File: src/rtl/timer_pair_pkg.sv
package timer_pair_pkg;
  localparam int ADDR_W = 3;

  // register addresses
  localparam logic [ADDR_W-1:0] A_RTC_CNT = 3'd0;
  localparam logic [ADDR_W-1:0] A_RTC_SCL = 3'd1;
  localparam logic [ADDR_W-1:0] A_GPT_CNT = 3'd2;
  localparam logic [ADDR_W-1:0] A_GPT_SCL = 3'd3;
  localparam logic [ADDR_W-1:0] A_CTRL    = 3'd4;

  // control word layout: per-channel field base and bit offsets
  localparam int GPT_CTL_BASE = 0;
  localparam int RTC_CTL_BASE = 8;
  localparam int CTL_RZ  = 0;
  localparam int CTL_LDC = 1;
  localparam int CTL_RUN = 2;
  localparam int CTL_LDS = 3;

  typedef struct packed {
    logic ld_scl;
    logic run_en;
    logic ld_cnt;
    logic reload_on_zero;
  } ctl_t;
endpackage

File: src/rtl/tp_prescaler.sv
module tp_prescaler #(
  parameter int SW = 8
) (
  input  logic          clk,
  input  logic          rst,
  input  logic          wr_scl,
  input  logic [SW-1:0] scl_in,
  input  logic          restart,
  input  logic          run,
  output logic [SW-1:0] scaler,
  output logic          tick
);
  logic [SW-1:0] pc;

  always_ff @(posedge clk) begin
    if (rst) begin
      scaler <= '1;
      pc     <= '1;
    end else begin
      if (wr_scl) scaler <= scl_in;
      if (restart) pc <= scaler;
      else if (run) begin
        if (pc == '0) pc <= scaler;
        else          pc <= pc - 1'b1;
      end
    end
  end

  assign tick = run && !restart && (pc == '0);
endmodule

File: src/rtl/tp_channel.sv
module tp_channel
  import timer_pair_pkg::*;
#(
  parameter int CW = 32,
  parameter int SW = 8
) (
  input  logic          clk,
  input  logic          rst,
  input  logic          wr_reload,
  input  logic          wr_scl,
  input  logic          wr_ctl,
  input  logic [CW-1:0] wdata,
  input  ctl_t          ctl,
  output logic [CW-1:0] cnt,
  output logic [SW-1:0] scaler,
  output logic          rz,
  output logic          se,
  output logic          run,
  output logic          irq
);
  logic [CW-1:0] reload;
  logic          start, restart_pc, do_ld, tick;

  assign start      = wr_ctl && ctl.run_en && !run;
  assign restart_pc = start || (wr_ctl && ctl.ld_scl);
  assign do_ld      = wr_ctl && ctl.ld_cnt;

  tp_prescaler #(.SW(SW)) u_presc (
    .clk     (clk),
    .rst     (rst),
    .wr_scl  (wr_scl),
    .scl_in  (wdata[SW-1:0]),
    .restart (restart_pc),
    .run     (run),
    .scaler  (scaler),
    .tick    (tick)
  );

  always_ff @(posedge clk) begin
    if (rst) begin
      cnt    <= '1;
      reload <= '1;
      run    <= 1'b0;
      rz     <= 1'b0;
      se     <= 1'b0;
      irq    <= 1'b0;
    end else begin
      irq <= 1'b0;
      if (wr_reload) reload <= wdata;
      if (wr_ctl) begin
        rz <= ctl.reload_on_zero;
        se <= ctl.run_en;
        if (!ctl.run_en) run <= 1'b0;
        else if (!run)   run <= 1'b1;
      end
      if (do_ld) cnt <= reload;
      else if (tick) begin
        if (cnt == '0) begin
          irq <= 1'b1;
          if (rz) cnt <= reload;
          else    run <= 1'b0;
        end else begin
          cnt <= cnt - 1'b1;
        end
      end
    end
  end
endmodule

File: src/rtl/timer_pair.sv
module timer_pair
  import timer_pair_pkg::*;
#(
  parameter int CNT_W     = 32,
  parameter int RTC_SCL_W = 8,
  parameter int GPT_SCL_W = 16
) (
  input  logic              clk,
  input  logic              rst,
  input  logic              wr_en,
  input  logic              rd_en,
  input  logic [ADDR_W-1:0] addr,
  input  logic [CNT_W-1:0]  wdata,
  output logic [CNT_W-1:0]  rdata,
  output logic              irq_rtc,
  output logic              irq_gpt
);
  localparam int NCH = 2;

  logic [NCH-1:0][CNT_W-1:0] cnt_a;
  logic [NCH-1:0][CNT_W-1:0] scl_a;
  logic [NCH-1:0]            rz_a, se_a, run_a, irq_a;
  logic                      wr_ctl;
  logic [CNT_W-1:0]          ctl_rb;

  assign wr_ctl = wr_en && (addr == A_CTRL);

  for (genvar g = 0; g < NCH; g++) begin : g_ch
    localparam int SW = (g == 0) ? RTC_SCL_W : GPT_SCL_W;
    localparam int CB = (g == 0) ? RTC_CTL_BASE : GPT_CTL_BASE;
    localparam logic [ADDR_W-1:0] ACNT = (g == 0) ? A_RTC_CNT : A_GPT_CNT;
    localparam logic [ADDR_W-1:0] ASCL = (g == 0) ? A_RTC_SCL : A_GPT_SCL;
    logic [SW-1:0] scl_w;

    tp_channel #(.CW(CNT_W), .SW(SW)) u_ch (
      .clk       (clk),
      .rst       (rst),
      .wr_reload (wr_en && (addr == ACNT)),
      .wr_scl    (wr_en && (addr == ASCL)),
      .wr_ctl    (wr_ctl),
      .wdata     (wdata),
      .ctl       (ctl_t'(wdata[CB +: 4])),
      .cnt       (cnt_a[g]),
      .scaler    (scl_w),
      .rz        (rz_a[g]),
      .se        (se_a[g]),
      .run       (run_a[g]),
      .irq       (irq_a[g])
    );

    assign scl_a[g] = {{(CNT_W-SW){1'b0}}, scl_w};
  end

  assign irq_rtc = irq_a[0];
  assign irq_gpt = irq_a[1];

  always_comb begin
    ctl_rb = '0;
    ctl_rb[RTC_CTL_BASE + CTL_RZ]  = rz_a[0];
    ctl_rb[RTC_CTL_BASE + CTL_RUN] = se_a[0];
    ctl_rb[GPT_CTL_BASE + CTL_RZ]  = rz_a[1];
    ctl_rb[GPT_CTL_BASE + CTL_RUN] = se_a[1];
  end

  always_ff @(posedge clk) begin
    if (rst) rdata <= '0;
    else if (rd_en) begin
      case (addr)
        A_RTC_CNT: rdata <= cnt_a[0];
        A_RTC_SCL: rdata <= scl_a[0];
        A_GPT_CNT: rdata <= cnt_a[1];
        A_GPT_SCL: rdata <= scl_a[1];
        A_CTRL:    rdata <= ctl_rb;
        default:   rdata <= '0;
      endcase
    end
  end
endmodule

File: config.mk
export PLATFORM = sky130hd
export DESIGN_NAME = timer_pair
export DESIGN_NICKNAME = d
export VERILOG_FILES = /design/src/rtl/timer_pair_pkg.sv /design/src/rtl/tp_prescaler.sv /design/src/rtl/tp_channel.sv /design/src/rtl/timer_pair.sv
export SDC_FILE = /design/constraint.sdc
export NUM_CORES = 1
export LEC_CHECK = 0
export BUFFER_PORTS_ARGS = -buffer_cell sky130_fd_sc_hd__buf_2
export CAP_MARGIN = 20
export CORE_UTILIZATION = 55
export CTS_BUF_LIST = sky130_fd_sc_hd__clkbuf_4 sky130_fd_sc_hd__clkbuf_8 sky130_fd_sc_hd__clkbuf_16
export CTS_CLUSTER_DIAMETER = 200
export DETAILED_ROUTE_END_ITERATION = 6
export PLACE_DENSITY = 0.87
export SYNTH_ARGS = -nofsm -noshare
export SYNTH_HDL_FRONTEND = slang
export SYNTH_SLANG_ARGS = --single-unit
File: constraint.sdc
create_clock -name clk -period 3 [get_ports clk]
set_input_delay 0.3 -clock clk [delete_from_list [all_inputs] [get_ports clk]]
set_output_delay 0.3 -clock clk [all_outputs]
set_load 0.02 [all_outputs]
==> results of run 1 <==
[worst max-delay path, stage by stage, from the launching register on]
cell and delay, ps:
dfxtp_1 310, or4_4 580, or4_4 560, or3_4 500, mux2_4 350, a2111oi_4 370, a21oi_2 50
[power breakdown]
group | total, mW | switching (mW) | internal (mW)
clock network | 3.00 | 1.18 | 1.82
logic | 0.425 | 0.279 | 0.145
registers | 2.97 | 0.0439 | 2.93
total | 6.40 | 1.50 | 4.89
[per-layer routing]
metal  GRT usage (%)  wire, µm  up-vias
li1                -         -     4896
met1            43.7     13500     5022
met2            50.8     14700      652
met3            7.80      3800      135
met4            14.7      1410        0
met5               0         0        -
[registers in the layout (all words and copies together) (netlist names)]
| signal | cells |
|---|---|
| g_ch.u_ch.reload | 64 |
| g_ch.u_ch.u_presc.pc | 24 |
| g_ch.u_ch.run | 2 |
| rdata | 32 |
| g_ch.u_ch.u_presc.scaler | 24 |
| g_ch.u_ch.se | 2 |
| g_ch.u_ch.rz | 2 |
| g_ch.u_ch.irq | 2 |
| g_ch.u_ch.cnt | 64 |
[placed cells by master (no fill, tap or decap), types with 11 or more instances in the layout]
master     synthesis  routed
or4_1             11      11
nand3_1           55      55
buf_2              4      71
nor3_1            38      36
mux2_2            24      24
dfxtp_1          216     216
a31oi_1           12      11
a22oi_1           48      48
buf_4              1      62
clkbuf_16          0      25
nor4_1            21      20
nand2_1          185     185
a21oi_1           72      72
nor2_1           124     123
o21ai_0           91      91
a221o_1           13      13
o211ai_1          12      12
or3_1             14      14
nand4_1           23      23
mux2i_1           72      72
inv_1             12      12
[repair_timing]
item	CTS	global route
setup endpoints to repair	0	21
gates resized for setup	0	2
setup buffers	0	1
[stage by stage]
| stage | worst slack, ps | total power [mW] | instance area [µm²] | cells |
|---|---|---|---|---|
| after floorplan | 70.2 | 3.27 | 10700 | 1296 |
| after global placement | 205 | 3.43 | 11600 | 1595 |
| after detailed placement | 107 | 3.44 | 11600 | 1595 |
| after CTS | 38.3 | 6.39 | 12400 | 1637 |
| after global routing | 81.1 | 6.56 | 12400 | 1640 |
| final | 137 | 6.40 | 12400 | 1640 |
[logic make-up after synthesis]
group           synth area share, %
mux                            11.0
compound gates                 21.1
buf+inv                        4.13
flops                          40.2
fa+ha+maj                     0.932
simple gates                   22.6
[final cells by class]
type	instances	share of cell area, %
Multi-Input combinational cell	972	48.5
Sequential cell	216	34.8
Timing Repair Buffer	136	7.09
Clock buffer	33	5.72
Tap cell	260	2.62
Clock inverter	9	0.816
Inverter	14	0.433
[worst paths after layout]
check / from / endpoint / slack [ps] / cells past startpoint
setup / recovery: g_ch[0].u_ch.cnt[8]$_SDFFE_PP1P_ / g_ch[0].u_ch.cnt[18]$_SDFFE_PP1P_ / 140 / 6
hold / removal: wdata[21] / g_ch[0].u_ch.reload[21]$_SDFFE_PP1P_ / 20 / 3
setup reg to reg: g_ch[0].u_ch.cnt[8]$_SDFFE_PP1P_ / g_ch[0].u_ch.cnt[18]$_SDFFE_PP1P_ / 140 / 6
hold reg to reg: g_ch[0].u_ch.reload[5]$_SDFFE_PP1P_ / g_ch[0].u_ch.reload[5]$_SDFFE_PP1P_ / 470 / 2
==> summary.md, run 1 <==
The run finished with clean final reports. Between clock sinks in the finished design, the worst skew comes to 21.9 ps. For this block, the via count after detailed routing is 10,700.

TritonCTS built the clock tree. STA classifies the critical path endpoint as a flop. The number of clock buffers added by TritonCTS is 24. STA puts the critical path data required time at 3380 ps. The run gives 18.7 ps as the worst hold-check slack. For this design the ratio of total power to cell area is 515 nW/µm². The initial antenna violation count is 0.

The routability congestion estimate from global placement is 0.966. Synthesis instantiated 72 different standard cells from the library. For the number of antenna diodes, the log shows 0. The top cell type by total area after synthesis is dfxtp_1. The slew at the pin with the worst max-slew slack works out to 726 ps.

After floorplanning, the core was sized to cover 19,000 µm². The number of inserted filler cells in the final layout was 1,474; the number of search-and-repair iterations in the first detailed-routing pass was 7. The hold violation total from the final report is 0, and the share of the clock period used by the worst path after layout is 95.4%. The layout net count was 1,411. After clock tree synthesis, the clock-pin slew on the worst setup and hold paths is 60 ps. The HPWL after detailed placement is 23,100 µm, and the detailed-route wire length per cell is 20.4 µm.

The commonest register cell after synthesis was dfxtp_1. The die is 142 µm wide. Hold repair after CTS inserted 0 buffers. After synthesis the netlist holds a flip-flop and latch count of 216. The worst setup path is of the flop to flop kind.

The total number of placement rows was 50. The top-level port count was 73. The via density per instance works out to 6.53. In the post-synthesis netlist, the biggest area contributors are dfxtp_1 (40%), mux2i_1 (6.7%), nand2_1 (6.5%), nor2_1 (4.3%), o21ai_0 (4.2%). The first global-routing pass estimated 52,200 µm of wire. The number of sinks handled by clock tree synthesis was 216; the leakage component of the power was 4.39 nW.

The height of the die was 142 µm; the share of final-layout standard cells stronger than drive strength 1 was 17.9%. The tools report the count of warnings emitted by yosys as 0. Buffers placed on the I/O ports in this run total 72. The source-to-sink clock delay at the later pin of the worst-skew pair came out at 530 ps. The post-synthesis area per instance works out to 8.29 µm². The die covers 20,100 µm².

The level count of the clock H-tree came out at 1. The worst path in the final design needs a cycle of 2860 ps, including I/O delays and setup. The overall routed net length was 33,400 µm; the area used by sequential logic in the layout was 4320 µm². The max capacitance violation total is 0, and the number of nets in the synthesized netlist is 1,343. The logs give 0 for the number of failing setup endpoints in the final timing report and 32.9% for the all-layer global routing usage.

Antenna violation net count after detailed routing: 0. Counting instances in the post-synthesis netlist gives the leading cell types as dfxtp_1 (216), nand2_1 (185), nor2_1 (124). The min-delay analysis places its worst path in the category primary input to flop.

The root buffer cell chosen for the clock tree is clkbuf_16. The arrival time at the worst endpoint was 3240 ps; the post-route DRC violation count was 0. The logs give 6030 µm² for the multi-input combinational cell area and 0 ps for the final setup TNS. The critical-path maximum fanout came out at 18.

The logs give 9,874 for the number of global-route vias before repair and 3 for the number of buffers between clock root and the deepest sink. Sequential elements use 40.2% of the synthesized area. Setup repair after global routing left no endpoint under its margin. In the post-synthesis netlist, the cell with the most instances is dfxtp_1. In this run the tightest slew margin relative to its limit is 51.4%. In the synthesized netlist the async set-or-reset flop fraction comes to 0%. STA classifies the critical path startpoint as a flop.

The utilization after layout was 65.6%; the global-route congestion overflow total was 0. Based on the critical path, the design can be clocked at up to 349 MHz. The worst voltage drop across the vdd grid was 0.416 mV; the area overhead of the layout relative to synthesis was 15.7%. The share of Yosys cell area claimed by the top area cell type was 40.2%. The logs give 10,700 µm² for the post-synth design cell area and 70 for the maximum number of pins on one net before global-route repair. The starting DRC count in detailed routing came out at 1,835. The final count of pins violating max slew came out at 0. The run gives 56.7% as the effective utilization at floorplan.

The number of synthesized flops with an enable pin was 0. Synthesis produced 1,296 cells.
(Power assumes the default switching activity.)
==> run 2: changes to the inputs <==
--- a/config.mk
+++ b/config.mk
@@ -5,6 +5,7 @@
 export SDC_FILE = /design/constraint.sdc
 export NUM_CORES = 1
 export LEC_CHECK = 0
+export ABC_CLOCK_PERIOD_IN_PS = 3000
 export BUFFER_PORTS_ARGS = -buffer_cell sky130_fd_sc_hd__buf_2
 export CAP_MARGIN = 20
 export CORE_UTILIZATION = 55
@@ -12,6 +13,7 @@
 export CTS_CLUSTER_DIAMETER = 200
 export DETAILED_ROUTE_END_ITERATION = 6
 export PLACE_DENSITY = 0.87
+export RECOVER_POWER = 25
 export SYNTH_ARGS = -nofsm -noshare
 export SYNTH_HDL_FRONTEND = slang
 export SYNTH_SLANG_ARGS = --single-unit
==> summary.md, run 2 (same netlist as run 1, synthesis figures left out) <==
Counting along the longest clock path gives a buffer depth of 3. The hold violation total from the final report was 0. In this run, the number of DRC markers left after iteration 0 of detailed routing was 1,614.

The max capacitance violation total was 1; the clock slew at the register clock pins of the worst setup and hold paths was 60 ps. The number of global-route vias before repair was 9,874; the count of port buffers added during placement was 72. Summing all placed instances gives a cell area of 11,600 µm². The critical path's largest stage delay was 580 ps. The routed length on met3 is 3860 µm, and the worst voltage drop across the vdd grid is 0.416 mV. The clock net in this run drives a total of 216 sinks.

The slowest stage of the critical path belongs to the cell or4_4. The run gives 16.5 ps as the worst hold-check slack. The tools report the relative slew slack as -2.15%. For the arrival time at the worst endpoint, the log shows 3240 ps. The area growth from synthesis to layout is 15.1%. For the worst setup path, the data required time is 3380 ps.

Setup repair after global routing left no endpoint under its margin. Once detail routing completed, the nets flagged for antenna violations numbered 0. After clock tree synthesis, the flow added hold-fix buffers numbering 0. The cell seen most often among critical-path stages was or4_4. The initial antenna violation count came out at 0. Path category of the worst min-delay check: primary input to flop.

The flow ran to the end, but the final reports show violations. The final reports fail on max-capacitance violations, max-slew violations. After detailed routing, the number of remaining DRC violations is 0. The height of the die is 142 µm, and the total number of placement rows is 50. For the final count of pins violating max slew, the log shows 25. Power spread over the standard cell area amounts to 516 nW/µm². The die width is 142 µm.

The source-to-sink clock delay at the later pin of the worst-skew pair was 520 ps. The run gives 19,000 µm² as the area of the core region. The element type at the critical path start was a flop.

The tools report the leakage component of the power as 4.23 nW. The largest registers in the layout are g_ch.u_ch.cnt x64, g_ch.u_ch.reload x64, rdata x32. The worst setup path is of the flop to flop kind. At the pin with the least slew margin, the transition time is 1530 ps.

After detailed routing, the average wire length per cell comes to 20.4 µm. The effective utilization at floorplan is 56.7%, and the met2 routed wirelength is 14,900 µm. Routability-driven placement finished with a final weighted congestion of 0.966.

The root buffer selected by CTS was clkbuf_16. After detailed routing, the wire length on met1 is 13,400 µm. The worst path needs 2860 ps of the cycle, external delays included.

The repair_antennas step left the layout with diodes totalling 0. The via density per instance was 6.56; the utilization after layout was 65.2%. The run gives 33,400 µm as the overall routed net length. The floorplan step defined a die boundary enclosing 20,100 µm².

The global-route congestion overflow total was 0; the share of the clock period used by the worst path after layout was 95.3%. For the final clock skew, the log shows 14.9 ps. The number of failing setup endpoints in the final timing report was 0.

The logs give 23,100 µm for the HPWL after detailed placement and 1,411 for the layout net count. For the total non-filler cell area in the finished layout, the log shows 12,400 µm². TritonCTS built the clock tree.

The global-route wire length before repair came out at 52,200 µm. The post-route netlist has 14.9% of its cells at a drive strength greater than 1. In the layout the commonest cells are dfxtp_1 (216), nand2_1 (185), nor2_1 (123). The first detailed-routing pass took 6 iterations. In this run the worst path has a maximum fanout of 18. The level count of the clock H-tree came out at 1. The most common cell after layout, fill and taps aside was dfxtp_1.

The critical path goes through or4_4 -> or4_4 -> or3_4 -> mux2_4 -> a2111oi_4 -> a21oi_2. The via count came out at 10,800. The sort of element at the end of the critical path was a flop. The achievable frequency was 350 MHz; the top-level port count was 73. For the final routed database, the setup TNS stands at 0 ps.

Maximum number of pins on one net before global-route repair: 70. In the global route stage, overall resource usage came out at 32.9%. TritonCTS created 24 clock buffers.

Highest layer used for signal routing: met4.
run 2: cell count changes in the layout (fill, tap and decap cells not counted):
cell	previous run	this run
clkinvlp_2	0	1
and2_1	5	4
buf_12	3	2
clkbuf_1	0	37
clkinv_2	6	5
buf_4	62	60
buf_2	71	36
mux2_1	0	4
mux2_2	24	20
clkbuf_4	4	5
and2_0	0	1
run 2: path summary, 6_finish.rpt:
check / from / to / slack, ps / cells after the start
setup / recovery: g_ch[0].u_ch.cnt[8]$_SDFFE_PP1P_ / g_ch[0].u_ch.cnt[18]$_SDFFE_PP1P_ / 140 / 6
hold / removal: wdata[21] / g_ch[0].u_ch.reload[21]$_SDFFE_PP1P_ / 20 / 3
setup reg to reg: g_ch[0].u_ch.cnt[8]$_SDFFE_PP1P_ / g_ch[0].u_ch.cnt[18]$_SDFFE_PP1P_ / 140 / 6
hold reg to reg: g_ch[0].u_ch.reload[5]$_SDFFE_PP1P_ / g_ch[0].u_ch.reload[5]$_SDFFE_PP1P_ / 470 / 2
run 2: layer usage:
layer,vias to the layer above,GRT usage (%)
met2,665,50.8
met3,116,7.80
met4,0,14.7
li1,4909,-
met5,-,0
met1,5063,43.7
run 2: repair_timing:
item | in CTS | in global routing
resized for setup | 0 | 2
setup buffers | 0 | 1
setup endpoints to repair | 0 | 21
hold endpoints to repair | 0 | 0
run 2: layout make-up:
class / count / area, µm²
Clock buffer: 33 / 711
Clock inverter: 9 / 101
Fill cell: 1503 / 6590
Inverter: 14 / 53.8
Multi-Input combinational cell: 972 / 6030
Sequential cell: 216 / 4320
Tap cell: 260 / 325
Timing Repair Buffer: 136 / 817
run 2: critical path: cells and delay by family, from the launching register on:
family	cells	cell delay (ps)
AOI/OAI and AO/OA	2	420
DFF	1	310
muxes	1	350
and+or+nand+nor	3	1640
run 2: per-stage QoR:
stage	power, mW	worst slack (ps)	cells
finish	6.38	142	1640
global route	6.55	66.8	1640
CTS	6.39	38.3	1637
detailed placement	3.44	107	1595
global placement	3.43	205	1595
floorplan	3.27	70.2	1296
run 2: report_power, final:
part           leakage, nW  switching, mW  internal [mW]
clock network        0.407           1.17           1.82
logic                 2.07          0.279          0.137
registers             1.76         0.0444           2.93
total                 4.23           1.50           4.89
==> run 3: changes to the inputs <==
--- a/config.mk
+++ b/config.mk
@@ -12,6 +12,7 @@
 export CTS_BUF_LIST = sky130_fd_sc_hd__clkbuf_4 sky130_fd_sc_hd__clkbuf_8 sky130_fd_sc_hd__clkbuf_16
 export CTS_CLUSTER_DIAMETER = 200
 export DETAILED_ROUTE_END_ITERATION = 6
+export MAX_ROUTING_LAYER = met4
 export PLACE_DENSITY = 0.87
 export RECOVER_POWER = 25
 export SYNTH_ARGS = -nofsm -noshare
==> summary.md, run 3 (same netlist as run 1, synthesis figures left out) <==
Walking the worst path, the cells encountered are or4_4 -> or4_4 -> or2_1 -> o32a_1 -> buf_4 -> nand2_1 -> buf_4 -> a2bb2oi_1. In the routed layout, each cell is associated on average with a via count of 6.54. The area growth from synthesis to layout is 15.2%.

For the layout net count, the log shows 1,410. After global routing the overflow that remains totals 0. The first detailed-routing pass took 5 iterations.

Sequential cells burn 45.5% of the power. The buffers plus inverters on the worst setup path came out at 2. The part of the power in combinational logic is 6.4%, and the internal power contribution is 5.01 mW. Headroom to the max-slew limit came out at 23.5%. For the effective utilization at floorplan, the log shows 56.7%. For this design the ratio of total power to cell area is 527 nW/µm².

Data on the critical path is required at its endpoint by 3430 ps. Across the run, the number of max-cap violations was 0. Entering global routing, the biggest net connects 70 pins. No sink is reached through more buffers than the 3 on the longest clock path. The tools report the antenna violation net count after detailed routing as 0. The tools report the routability congestion estimate from global placement as 0.968.

The final critical path takes up 95.3% of the cycle. The run gives 6.53 mW as the overall power. The switching portion of total power came out at 23.2%.

The most common cell after layout, fill and taps aside is dfxtp_1. The global-route wire length before repair is 52,900 µm, and the arrival time at the worst endpoint is 3290 ps. The number of global-route vias before repair came out at 9,994. The cell family contributing the most delay on the critical path is simple AND/OR/NAND/NOR gates. The logs give 0 for the hold violation total from the final report and 15.3 ps for the final clock skew.

The tools report the root buffer selected by CTS as clkbuf_16. The detailed-route wire length per cell works out to 20.6 µm. The overall routed net length is 33,700 µm.

Setup repair after global routing left no endpoint under its margin. Along the worst path, the maximum fanout reaches 11. The smallest clock period supported by the final layout is computed as 2860 ps. Counting every sink on the clock net gives 216. The critical register-to-register path startpoint is g_ch[0].u_ch.cnt[10]$_SDFFE_PP1P_. The largest registers in the layout are g_ch.u_ch.cnt x64, g_ch.u_ch.reload x64, rdata x32. 73 I/O pins were placed. VDD sags by at most 0.355 mV. The logs give 0 for the post-CTS setup buffer count and 140 ps for the reg2reg setup slack. The tools report the final setup TNS as 0 ps.

The leakage component of the power was 4.24 nW. Based on the critical path, the design can be clocked at up to 350 MHz. The logs give 50 for the total number of placement rows and 1,794 for the starting DRC count in detailed routing. Critical path's largest stage delay: 560 ps. In this run the most critical hold path is launched from wdata[17]. Startpoint-to-endpoint class of the critical path: flop to flop. The worst hold path belongs to the class primary input to flop. The slew at the pin with the worst max-slew slack came out at 1150 ps.

The most critical setup path has its startpoint at g_ch[0].u_ch.cnt[10]$_SDFFE_PP1P_. The run finished with clean final reports. The initial antenna violation count is 1. The height of the die is 142 µm. The count of port buffers added during placement is 72, and the number of buffers created by CTS is 23.

In the layout the commonest cells are dfxtp_1 (216), nand2_1 (185), nor2_1 (123). The worst setup path is captured at a flop. TritonCTS built the clock tree. Number of failing setup endpoints in the final timing report: 0.

The die width works out to 142 µm. STA classifies the critical path startpoint as a flop. Highest-delay cell along the critical path: or4_4. The net switching power figure came out at 1.51 mW.

The share of final-layout standard cells stronger than drive strength 1 was 15.1%; the source-to-sink clock delay at the later pin of the worst-skew pair was 520 ps. After legalization and detailed placement, the total HPWL measured 23,200 µm. The die covers 20,100 µm². The final count of pins violating max slew is 0. The final route contains 10,700 vias.

Global routing used 34.1% of the available tracks. The post-route DRC violation count is 0. The tools report the level count of the clock H-tree as 1. The floorplan step defined a core boundary enclosing 19,000 µm². The clock network burns 48.0% of the power.

Clock-pin slew was measured on the worst setup and hold paths at 60 ps.
-- run 3: cell types whose count changed in the layout (fill, tap and decap cells not counted), sizes merged --
cell,previous run,this run
bufinv,2,4
clkbuf,71,73
diode,0,1
clkinvlp,2,1
inv,12,13
clkinv,7,4
buf,98,97
-- run 3: final timing paths --
kind | end | cells past startpoint
hold reg to reg | g_ch[0].u_ch.reload[18]$_SDFFE_PP1P_ | 2
hold / removal | g_ch[0].u_ch.reload[17]$_SDFFE_PP1P_ | 3
setup / recovery | g_ch[0].u_ch.cnt[27]$_SDFFE_PP1P_ | 8
setup reg to reg | g_ch[0].u_ch.cnt[27]$_SDFFE_PP1P_ | 8
-- run 3: repair_timing --
action	4_1_cts	5_1_grt
resized for setup	0	2
endpoints found under the setup margin	0	24
hold buffers	0	0
-- run 3: metal layers --
metal / routed length (µm) / GRT usage [%] / share of wire [%]
met1: 13500 / 44.1 / 40
met2: 14900 / 51.4 / 44
met3: 4100 / 8.10 / 12
met4: 1250 / 13.6 / 3.7
met5: 0 / - / 0
-- run 3: layout make-up --
cell class | count | area [µm²]
fill | 1561 | 6580
multi-input combinational | 972 | 6030
sequential | 216 | 4320
timing repair buffer | 136 | 802
clock buffer | 34 | 696
tap | 260 | 325
clock inverter | 8 | 146
inverter | 14 | 53.8
antenna | 1 | 2.50
-- run 3: metrics by stage --
step	util, %	cell area [µm²]	instances	setup WS [ps]	hold slack, ps
finish	65.3	12400	1641	140	25.4
CTS	65.4	12400	1638	60.3	18.8
floorplan	-	10700	1296	70.2	424
detailed placement	61.0	11600	1596	107	457
global placement	61.0	11600	1596	206	448
global route	65.3	12400	1641	20.0	26.5
-- run 3: worst reg2reg max path, stage by stage, from the launching register on --
cell,delay [ps]
dfxtp_1,360
or4_4,540
or4_4,560
or2_1,290
o32a_1,360
buf_4,180
nand2_1,90
buf_4,200
a2bb2oi_1,190
-- run 3: power by group through the flow --
stage | sequential [mW] | clock [mW] | combinational [mW]
2_1_floorplan | 3.04 | 0 | 0.232
3_3_place_gp | 3.03 | 0 | 0.398
3_5_place_dp | 3.03 | 0 | 0.408
4_1_cts | 2.97 | 3.15 | 0.414
5_1_grt | 2.97 | 3.26 | 0.448
6_report | 2.97 | 3.13 | 0.420
